**config.mk**
```make
export PLATFORM = sky130hd
export DESIGN_NAME = bcd_chain_adder
export DESIGN_NICKNAME = d
export VERILOG_FILES = /design/src/rtl/bcd_pkg.sv /design/src/rtl/bcd_digit_add.sv /design/src/rtl/bcd_byte_add.sv /design/src/rtl/bcd_flag_reg.sv /design/src/rtl/bcd_chain_adder.sv
export SDC_FILE = /design/constraint.sdc
export NUM_CORES = 1
export LEC_CHECK = 0
export BUFFER_PORTS_ARGS = -buffer_cell sky130_fd_sc_hd__buf_2
export CORE_ASPECT_RATIO = 0.6
export CORE_MARGIN = 1
export CORE_UTILIZATION = 44
export CTS_CLUSTER_DIAMETER = 40
export CTS_CLUSTER_SIZE = 10
export DETAILED_ROUTE_END_ITERATION = 8
export PLACE_DENSITY = 0.75
export SYNTH_ARGS = -nofsm -noshare
export SYNTH_HDL_FRONTEND = slang
export SYNTH_SLANG_ARGS = --single-unit
```
**constraint.sdc**
```tcl
create_clock -name clk -period 3.7 [get_ports clk]
set_clock_uncertainty 0.2 [all_clocks]
set_input_delay 0.185 -clock clk [delete_from_list [all_inputs] [get_ports clk]]
set_output_delay 0.185 -clock clk [all_outputs]
set_load 0.03 [all_outputs]
```
**src/rtl/bcd_pkg.sv**
```systemverilog
package bcd_pkg;
  localparam int CCR_W  = 5;
  localparam int FLAG_X = 4;
  localparam int FLAG_N = 3;
  localparam int FLAG_Z = 2;
  localparam int FLAG_V = 1;
  localparam int FLAG_C = 0;
  localparam int NIBBLE_W = 4;
endpackage

```
**src/rtl/bcd_digit_add.sv**
```systemverilog
module bcd_digit_add #(
  parameter int DW = 4
) (
  input  logic [DW-1:0] a,
  input  logic [DW-1:0] b,
  input  logic          cin,
  output logic [DW-1:0] sum,
  output logic          cout
);
  localparam int RAW_W = DW + 1;
  localparam logic [RAW_W-1:0] LIMIT = RAW_W'(9);
  localparam logic [RAW_W-1:0] CORR  = RAW_W'(6);

  logic [RAW_W-1:0] raw;
  logic [RAW_W-1:0] adj;

  // A raw digit sum above nine (including a binary carry) needs a +6 fix-up
  always_comb begin
    raw  = {1'b0, a} + {1'b0, b} + RAW_W'(cin);
    cout = (raw > LIMIT);
    adj  = cout ? (raw + CORR) : raw;
    sum  = adj[DW-1:0];
  end
endmodule

```
**src/rtl/bcd_byte_add.sv**
```systemverilog
module bcd_byte_add #(
  parameter int NDIGITS = 2,
  parameter int DW      = 4
) (
  input  logic [NDIGITS*DW-1:0] a,
  input  logic [NDIGITS*DW-1:0] b,
  input  logic                  cin,
  output logic [NDIGITS*DW-1:0] sum,
  output logic                  cout
);
  localparam int BW = NDIGITS * DW;
  localparam logic [DW-1:0] DIG_MAX = DW'(9);

  logic [NDIGITS:0] carry;
  assign carry[0] = cin;

  for (genvar g = 0; g < NDIGITS; g++) begin : g_digit
    bcd_digit_add #(.DW(DW)) u_dig (
      .a    (a[g*DW +: DW]),
      .b    (b[g*DW +: DW]),
      .cin  (carry[g]),
      .sum  (sum[g*DW +: DW]),
      .cout (carry[g+1])
    );
  end

  assign cout = carry[NDIGITS];

  function automatic logic all_decimal(input logic [BW-1:0] v);
    logic ok;
    ok = 1'b1;
    for (int i = 0; i < NDIGITS; i++) begin
      if (v[i*DW +: DW] > DIG_MAX) ok = 1'b0;
    end
    return ok;
  endfunction

  // decimal operands always give decimal result digits
  always_comb begin
    if (all_decimal(a) && all_decimal(b)) begin
      a_r2_digit_range: assert (all_decimal(sum));
    end
  end
endmodule

```
**src/rtl/bcd_flag_reg.sv**
```systemverilog
module bcd_flag_reg
  import bcd_pkg::*;
(
  input  logic             clk,
  input  logic             rst_n,
  input  logic             load,
  input  logic [CCR_W-1:0] load_val,
  input  logic             fire,
  input  logic             carry,
  input  logic             nonzero,
  output logic [CCR_W-1:0] ccr_q
);
  always_ff @(posedge clk) begin
    if (!rst_n) begin
      ccr_q <= '0;
    end else if (load) begin
      ccr_q <= load_val;
    end else if (fire) begin
      ccr_q[FLAG_C] <= carry;
      ccr_q[FLAG_X] <= carry;
      if (nonzero) ccr_q[FLAG_Z] <= 1'b0;
    end
  end

  // extend mirrors carry after an addition
  a_r4_x_tracks_c: assert property (@(posedge clk) disable iff (!rst_n)
    (fire && !load) |=> (ccr_q[FLAG_X] == ccr_q[FLAG_C]));

  // zero can only rise through a load
  a_r5_z_sticky: assert property (@(posedge clk) disable iff (!rst_n)
    $rose(ccr_q[FLAG_Z]) |-> $past(load));

  // negative and overflow untouched by additions
  a_r6_nv_hold: assert property (@(posedge clk) disable iff (!rst_n)
    !$past(load) |-> ($stable(ccr_q[FLAG_N]) && $stable(ccr_q[FLAG_V])));
endmodule

```
**src/rtl/bcd_chain_adder.sv**
```systemverilog
module bcd_chain_adder
  import bcd_pkg::*;
#(
  parameter int NDIGITS = 2,
  parameter int DW      = NIBBLE_W
) (
  input  logic                  clk,
  input  logic                  rst_n,
  input  logic                  flag_load,
  input  logic [CCR_W-1:0]      flag_in,
  input  logic                  start,
  input  logic [NDIGITS*DW-1:0] src_byte,
  input  logic [NDIGITS*DW-1:0] dst_byte,
  output logic [NDIGITS*DW-1:0] result,
  output logic [CCR_W-1:0]      flags,
  output logic                  done
);
  localparam int BW = NDIGITS * DW;

  logic          fire;
  logic [BW-1:0] sum_c;
  logic          carry_c;
  logic [BW-1:0] result_q;
  logic          done_q;
  logic [CCR_W-1:0] ccr_q;

  // a flag load in the same cycle drops the addition
  assign fire = start & ~flag_load;

  bcd_byte_add #(.NDIGITS(NDIGITS), .DW(DW)) u_add (
    .a    (src_byte),
    .b    (dst_byte),
    .cin  (ccr_q[FLAG_X]),
    .sum  (sum_c),
    .cout (carry_c)
  );

  bcd_flag_reg u_flags (
    .clk      (clk),
    .rst_n    (rst_n),
    .load     (flag_load),
    .load_val (flag_in),
    .fire     (fire),
    .carry    (carry_c),
    .nonzero  (|sum_c),
    .ccr_q    (ccr_q)
  );

  always_ff @(posedge clk) begin
    if (!rst_n) begin
      result_q <= '0;
      done_q   <= 1'b0;
    end else begin
      done_q <= fire;
      if (fire) result_q <= sum_c;
    end
  end

  assign result = result_q;
  assign flags  = ccr_q;
  assign done   = done_q;

  // done only follows an accepted start
  a_r8_done_source: assert property (@(posedge clk) disable iff (!rst_n)
    done_q |-> $past(start && !flag_load));

  // a non-zero result never leaves zero set
  a_r5_nonzero_clears: assert property (@(posedge clk) disable iff (!rst_n)
    (done_q && (result_q != '0)) |-> !ccr_q[FLAG_Z]);

  // a load lands exactly
  a_r7_load_exact: assert property (@(posedge clk) disable iff (!rst_n)
    flag_load |=> (ccr_q == $past(flag_in)));

  // result frozen without an accepted start
  a_r11_result_hold: assert property (@(posedge clk) disable iff (!rst_n)
    !fire |=> $stable(result_q));
endmodule

```
* After elaboration in Yosys (flattened, before gate mapping) *
Cells that the tools add are included.

word-level totals
  bits in read-only memories = 0
  bits in latches = 0
  bits in registers = 14
  memories = 0
  bits in writable memories = 0
  output and inout bits = 14

operators by class
  shift-type cells = 0
  reductions and logical operators = 4
  multiplexer cells = 8
  div/mod/pow operators = 0
  bitwise operators = 2
  multiply operators = 0
  equality and inequality tests = 0
  $add $sub $neg = 6
  order comparisons = 2

operators by type and width
  operator                                                       number
  adder 4 x 4 -> 5 bit                                           2
  adder 5 x 1 -> 5 bit                                           2
  greater-than comparator 5 x 4 -> 1 bit, second input constant  2
  adder 4 x 3 -> 4 bit, second input constant                    2
  two-way mux 4 bit                                              2
  OR reduction 8 bit                                             1
  two-way mux 1 bit                                              6
  nonzero test 2 bit                                             2
  AND reduction 2 bit                                            1
  bitwise AND 1 bit                                              1
  NOT 1 bit                                                      1

* Logic depth before layout (Yosys ltp) *
Gate-level depths: netlist of run 1.

  depth in word-level cells = 10
  depth in mapped cells = 17
  mapped depth without buffers = 17

* Modules after synthesis *
A second synthesis of run 1 with hierarchy kept.

second synthesis, totals
  cells, all modules = 105
  area total of the unflattened synthesis = 1,013.5 µm²

by module, submodules not included
  module           area an instance (µm²)  cells each  times used
  bcd_digit_add    211.5                   22          2
  bcd_chain_adder  394.1                   41          1
  bcd_flag_reg     196.4                   20          1

* Least setup slack after synthesis of run 1 *
Ideal clock, no wire load.

  kind = flip-flop to flip-flop
  start = register u_flags.ccr_q[4]
  end = register u_flags.ccr_q[2]
  stages on the path, launching flop included = 17
  clock period less this slack = 4.042 ns
  path slack = -0.342 ns
  arrival = 3.757 ns
  data required time = 3.416 ns
  path buffers = 0
  path through = dfxtp_1 fa_1 fa_1 xnor2_1 ha_1 a22oi_2 a21boi_4 fa_1 inv_1 fa_1 xor2_1 inv_1 ha_1 a21o_1 mux2i_1 o2111ai_1 o31ai_2

between the ends
  cells in the longest elaborated chain, start to end = 8
  elaborated cells on any way between the ends = 11
  classes of those cells = 4 x add/sub; 2 x order compare; 2 x mux; 3 x reduce/logical

RTL lines
  what                                                                            line                                      text
  start: declaration                                                              bcd_flag_reg.sv:11                        output logic [CCR_W-1:0] ccr_q
  start signal: assignment                                                        bcd_flag_reg.sv:17                        ccr_q <= load_val;
  start signal: indexed assignment                                                bcd_flag_reg.sv:19                        ccr_q[FLAG_C] <= carry;
  start signal: indexed assignment                                                bcd_flag_reg.sv:20                        ccr_q[FLAG_X] <= carry;
  adder 5 x 1 -> 5 bit (*)                                                        bcd_digit_add.sv:19                       raw = {1'b0, a} + {1'b0, b} + RAW_W'(cin);
  greater-than comparator 5 x 4 -> 1 bit                                          bcd_digit_add.sv:20                       cout = (raw > LIMIT);
  adder 5 x 1 -> 5 bit                                                            bcd_digit_add.sv:19
  adder 4 x 3 -> 4 bit or greater-than comparator 5 x 4 -> 1 bit (tied branches)  bcd_digit_add.sv:21, bcd_digit_add.sv:20
  two-way mux 4 bit                                                               bcd_digit_add.sv:21                       adj = cout ? (raw + CORR) : raw;
  OR reduction 8 bit (*)                                                          bcd_chain_adder.sv:45                     .nonzero (|sum_c),
  nonzero test 2 bit (no line) (*)                                                --
  AND reduction 2 bit (no line) (*)                                               --

Mark *: on every way between the ends. The rest lies on a longest branch, timed or not.
A chain may end at the register's enable or synchronous reset.

* Worst setup path in the final report of run 1 *
Same ends and word-level chain as after synthesis.

==> impl_metrics.ini, run 1 <==
[power_and_ir_drop]
report.power.total_uw = 740.9
share_clk_of_total_power_pct = 21.2
intPower_uw = 460.9
share_comb_of_total_power_pct = 55.8
power_switching_share_pct = 37.79
max-vdd-ir-drop_uv = 280.9
power_leakage_uw = 0.0007883
power.switching_uw = 280.0
power_per_cell_area_nw_per_um2 = 456.2
share_seq_of_total_power_pct = 23.1

[logic_synthesis]
synth_top_cells_by_area = dfxtp_1 (26%), ha_1 (11%), fa_1 (7.5%)
synth_top_area_share_pct = 26.23
post_synth_inst_count = 119
ys_seq_elements = 14
synth_enable_flop_cells = 0
synth_top_flop_cell = dfxtp_1
post_synth_instance_area_um2 = 1069
synth_top_cell_by_area = dfxtp_1
avgSynthCellArea_um2 = 8.979
asyncSetResetFlopFracSynth_pct = 0
netlist-cell-type-count = 39
synth_fp_nets = 157
synth_warn = 0
synth-seq-area-share_pct = 26.23

[global_route]
grt_max_degree = 15
groute.usage.overall_pct = 27.44
grt_pass1_wl_mm = 5.016
gr-total-overflow = 0
antenna_found_initial = 0
grt_pass1_vias = 1113

[setup_path]
path_class = flip-flop to flip-flop
worst_ep_arrival_time_ns = 3.94
timing.critical_path.slowest_stage_cell = fa_2
setup.worst_path.end_class = flip-flop
cp_data_required_time_ns = 3.68
worst_setup_path_start_kind = flip-flop
r2r_cells = 17
critical_path_peak_fanout = 5
critical-path-top-delay-family = adder cells
startpoint_of_the_lowest_slack_register_to_register_path = u_flags.ccr_q[4]
reg2reg_slack_ns = -0.26
r2r_end = u_flags.ccr_q[2]
cp_cell_sequence = fa_2 > fa_2 > xnor2_4 > ha_2 > nand2_2 > a22oi_2 > a21boi_4 > fa_2 > inv_2 > fa_2 > xor2_2 > inv_2 > ha_4 > a21o_1 > mux2i_2 > o2111ai_2 > o31ai_2
crit_path_frequent_cell = fa_2
critical_path_buf_inv_count = 2
timing.critical_path.slowest_cell_delay_ns = 0.40

[placement]
place.port_buffers = 38
place_congestion = 0.8517
place.detailed.hpwl_mm = 2.329
placed_cell_area_um2 = 1443

[routing]
detailed_route_vias_per_instance = 5.471
drc_errors = 0
aggregate_routed_wire_length_mm = 3.300
route.antenna.remaining_nets = 0
vias = 1149
drtIter0Drc = 49
drt-pass1-iter-count = 4
avg_wl_per_cell_um = 15.71

[floorplan]
start_util_pct = 47.95
fp.dieW_um = 65.62
fp-row-count = 13
io_pins = 39
fp.dieH_um = 40.17
fp.dieArea_um2 = 2636
core_box_area_um2 = 2228

[cells_and_area]
postLayoutCoreUtil_pct = 72.88
fill_cells = 164
area_growth_from_synthesis_to_final_layout_pct = 51.99
layout.cells.most_common_list = buf_2 (38), buf_4 (20), dfxtp_1 (13)
antenna_cells = 0
drive_gt1_share_pct = 51.11
fin_area_um2 = 1624
final_nets = 219
mostFrequentLayoutCell = buf_2

[clocking]
tritoncts.num_buffers = 3
cts_sinks = 14
clk_pin_slew_worst_paths_ns = 0.07
tritoncts = done
htree_depth = 1
clk_latency_ns = 0.26
cts_max_path_buffers = 2
cts-root-buf = clkbuf_8

[timing]
period_share_pct = 107.1
report.final.setup_viol = 6
least_margin_pin_slew_ns = 1.043
timing.fmax_mhz = 252.3
setup_ws_ns = -0.2642
grt_setup_unrepaired = true
tns_ns = -1.090
timing.final.max_slew_violations = 0
hold_viol_final = 0
slew_headroom_pct = 30.31
fin_crit_ns = 3.964
worst_hold_slack_ns = 0.007062

[status]
failed_checks = setup timing
outcome = finished, violations left

[min_path]
hold_end = u_flags.ccr_q[3]
hp-start = flag_in[3]
hold-path-cell-count = 3
hold_path.class = input pin to flip-flop

[run]
timing.max_cap.violations = 0
cells by family after synthesis:
group	Yosys count	synth area share, %
AO/OA/AOI/OAI	31	22.25
XOR/XNOR	4	3.279
adder cells (fa/ha/maj)	13	18.03
buffers and inverters	13	4.918
flip-flops	14	26.23
multiplexers	7	7.026
AND/OR/NAND/NOR	37	18.27
flip-flops by register name, summed over array words and instances, names as in the netlist:
signal	count
done	1
result	8
u_flags.ccr_q	5
synthesized netlist by cell type, types with 3 or more instances:
master and instances:
dfxtp_1 14, a211oi_1 4, a21o_1 3, nor3_1 3, inv_1 9, a21oi_1 6, clkbuf_1 3, nand2b_1 4
xnor2_1 3, mux2i_1 6, fa_1 4, nand3_1 5, o21ai_0 4, ha_1 9, nand2_1 7, nor2_1 10
power by group through the flow:
stage	Combinational (uW)	Sequential [uW]	Clock (uW)
after detailed placement	347	175	0
final	413	171	157
after global routing	439	172	168
after CTS	397	171	158
after floorplan	212	198	0
after global placement	336	173	0
routing by layer:
metal / GRT usage [%] / vias to the layer above / share of wire [%]
met5: 0 / - / 0
met4: 12.50 / 0 / 1.9
met3: 7.670 / 12 / 6.9
met2: 52.30 / 57 / 51
met1: 29.61 / 535 / 40
li1: - / 545 / -
through the flow:
stage | std cells | setup WS (ns)
2_1_floorplan | 119 | -0.1400
3_3_place_gp | 196 | -0.2856
3_5_place_dp | 196 | -0.3955
4_1_cts | 209 | -0.1903
5_1_grt | 210 | -0.3914
6_report | 210 | -0.2642
layout make-up:
type / count / area [um^2] / share of cell area [%]
inverter: 9 / 33.78 / 2.080
multi-input combinational: 92 / 845.8 / 52.08
timing repair buffer: 61 / 370.4 / 22.80
clock buffer: 4 / 55.05 / 3.390
tap: 30 / 37.54 / 2.311
sequential: 14 / 281.5 / 17.33
what timing repair did:
action,in CTS,in global routing
endpoints found under the hold margin,3,0
gates resized for setup,11,1
hold buffers,3,0
setup buffers,6,1
setup endpoints to repair,6,6
pin swaps,16,1
tightest hold or removal path: cells and delay by family:
kind / cells / cell delay [ns]
buf+inv: 1 / 0.08
simple gates: 1 / 0.08
mux: 1 / 0.07
worst max-delay path by stage:
| stage | depth (start not counted) | startpoint | to |
|---|---|---|---|
| 4_1_cts | 17 | u_flags.ccr_q[4] | u_flags.ccr_q[2] |
| 3_3_place_gp | 18 | src_byte[0] | u_flags.ccr_q[2] |
| 3_5_place_dp | 18 | src_byte[0] | u_flags.ccr_q[2] |
| 5_1_grt | 17 | u_flags.ccr_q[4] | u_flags.ccr_q[2] |
| 2_1_floorplan | 16 | u_flags.ccr_q[4] | u_flags.ccr_q[2] |
| 6_report | 17 | u_flags.ccr_q[4] | u_flags.ccr_q[2] |
Note: power is estimated with default switching activity, not from simulation.
==> inputs of run 2 (changes only) <==
- CORE_UTILIZATION: 44 -> 43
- GPL_TIMING_DRIVEN: default -> 0
- PLACE_DENSITY: 0.75 -> 0.74
- RECOVER_POWER: default -> 100
- SYNTH_HIERARCHICAL: default -> 1
==> run 2 against run 1 <==
Net effect:
- the run still ends with setup timing left
- register-to-register slack worse by 0.41 ns
- synthesized cell count fell by 12%
- sequential share of layout area is 1.4 points higher
- total power fell by 8.8%
- area after synthesis fell by 5.2%
- die area fell by 2.8%
- largest power group unchanged
==> impl_metrics.ini, run 2 <==
[setup_path]
setup.worst_path.end_class = flip-flop
path_class = flip-flop to flip-flop
worst_setup_path_start_kind = flip-flop
cp_data_required_time_ns = 3.64
worst_ep_arrival_time_ns = 4.31
critical_path_peak_fanout = 3

[timing]
hold_viol_final = 0
timing.final.max_slew_violations = 0
tns_ns = -2.512
worst_hold_slack_ns = 0.001136
slew_headroom_pct = 62.04
timing.fmax_mhz = 228.8
least_margin_pin_slew_ns = 0.5693
grt_setup_unrepaired = true
fin_crit_ns = 4.370
period_share_pct = 118.1
setup_ws_ns = -0.6705
report.final.setup_viol = 6

[floorplan]
fp.dieH_um = 39.61
start_util_pct = 46.15
io_pins = 39
fp.dieArea_um2 = 2561
core_box_area_um2 = 2196
fp.dieW_um = 64.68
fp-row-count = 13

[cells_and_area]
largest_register_ffs = 8
postLayoutCoreUtil_pct = 68.95
drive_gt1_share_pct = 44.10
layout.cells.most_common_list = buf_2 (24), nand2_1 (17), mux2i_1 (14), clkbuf_1 (14), dfxtp_1 (13)
antenna_cells = 0
final_nets = 199
area_growth_from_synthesis_to_final_layout_pct = 49.38
mostFrequentLayoutCell = buf_2

[power_and_ir_drop]
power_leakage_uw = 0.0006653
report.power.total_uw = 676.0
max-vdd-ir-drop_uv = 196.6
power_per_cell_area_nw_per_um2 = 446.5

[routing]
highest_layer = met4
route.antenna.remaining_nets = 0
wl_met2_mm = 1.402
route.layer.met1.wl_mm = 1.162
drc_errors = 0
vias = 962
drt-pass1-iter-count = 2
drtIter0Drc = 12
avg_wl_per_cell_um = 14.23
detailed_route_vias_per_instance = 5.037
met3RoutedLength_um = 89
aggregate_routed_wire_length_mm = 2.717

[clocking]
tritoncts.num_buffers = 3
htree_depth = 1
cts_max_path_buffers = 2
clk_latency_ns = 0.25
cts-root-buf = clkbuf_8
tritoncts = done
cts_sinks = 14
clk_pin_slew_worst_paths_ns = 0.06

[logic_synthesis]
synth_top_flop_cell = dfxtp_1
ys_seq_elements = 14
synth_top_area_share_pct = 27.65
post_synth_inst_count = 105
synth-seq-area-share_pct = 27.65
synth_fp_nets = 142
asyncSetResetFlopFracSynth_pct = 0
synth_top_cells_by_area = dfxtp_1 (28%), mux2i_1 (14%), ha_1 (9.9%)
post_synth_instance_area_um2 = 1013
avgSynthCellArea_um2 = 9.652
synth_top_cell_by_area = dfxtp_1
synth_warn = 6
synth.cells.most_frequent = nand2_1 (18), dfxtp_1 (14), mux2i_1 (14)
synth_enable_flop_cells = 0
synth.most_common_cell = nand2_1
netlist-cell-type-count = 24

[status]
outcome = finished, violations left
failed_checks = setup timing

[placement]
place.port_buffers = 38
place_congestion = 0.7300
place.detailed.hpwl_mm = 1.748

[run]
timing.max_cap.violations = 0

[global_route]
gr-total-overflow = 0
grt_pass1_wl_mm = 3.912
antenna_found_initial = 0
groute.usage.overall_pct = 22.11
grt_pass1_vias = 895
grt_max_degree = 13

[min_path]
hold_path.class = input pin to flip-flop
==> run 2: cell types whose count changed after synthesis, moves of 4 or more <==
cell,before,now
a211oi_1,4,0
inv_1,9,4
mux2i_1,6,14
nand2_1,7,18
nand2b_1,4,0
nor2_1,10,0
==> run 2: cell type report <==
type                    instances  area, um^2
multi-input cells              83       802.0
fillers                       176       681.9
flip-flops and latches         14       284.0
repair buffers                 52       282.8
clock buffers                   4       55.05
well taps                      30       37.54
plain buffers                   3       33.78
inverters                       5       18.77
==> run 2: power breakdown <==
part	switching [uW]	leakage, uW	total, uW	internal [uW]
combinational	187	0.000521	351	164
sequential	7.90	0.000116	174	166
clock	56.8	0.0000288	151	94.3
==> run 2: timing repair <==
| item | CTS | global route |
|---|---|---|
| endpoints found under the setup margin | 6 | 6 |
| gates resized for setup | 2 | 7 |
| setup buffers | 10 | 4 |
| hold buffers | 2 | 0 |
| hold endpoints to repair | 2 | 0 |
| pin swaps | 11 | 7 |
==> run 2: cells by family after synthesis <==
| group | after synthesis | share of synthesized area, % |
|---|---|---|
| compound gates | 21 | 16.30 |
| xor+xnor | 4 | 3.456 |
| fa+ha+maj | 12 | 17.78 |
| buf+inv | 8 | 5.184 |
| flops | 14 | 27.65 |
| mux | 14 | 13.83 |
| simple gates | 32 | 15.80 |
==> run 2: metrics by stage <==
step                      setup slack [ns]  instance area [um^2]  cells
final                              -0.6705                  1514    191
after global routing               -0.7986                  1514    191
after CTS                          -0.6126                  1481    189
after detailed placement           -0.8005                  1316    173
after global placement             -0.7407                  1316    173
after floorplan                    -0.6174                  1089    105
==> run 2: critical path, cell delays in order (launching register included) <==
cell and delay [ns]:
dfxtp_4 0.35, fa_2 0.36, fa_2 0.38, a21o_2 0.26
a21oi_4 0.21, o31ai_4 0.12, fa_2 0.39, fa_2 0.54
inv_2 0.07, ha_4 0.16, a31o_4 0.23, o31ai_4 0.29
mux2i_1 0.37, nor4_2 0.07, nand2_1 0.07, nand2_1 0.05
nand3_1 0.07, a21boi_1 0.06
==> run 2: worst paths after layout <==
path	start	end	slack, ns	cells after the start
min reg2reg	result[0]	result[0]	0.26	2
min	flag_in[1]	u_flags/ccr_q[1]	0.001	3
max reg2reg	u_flags/ccr_q[4]	u_flags/ccr_q[2]	-0.67	17
max	u_flags/ccr_q[4]	u_flags/ccr_q[2]	-0.67	17
==> run 2: metal layers <==
metal	global-route usage, %	vias to the layer above
li1	-	489
met1	24.31	442
met2	41.32	23
met3	6.105	8
met4	10.00	0
met5	0	-
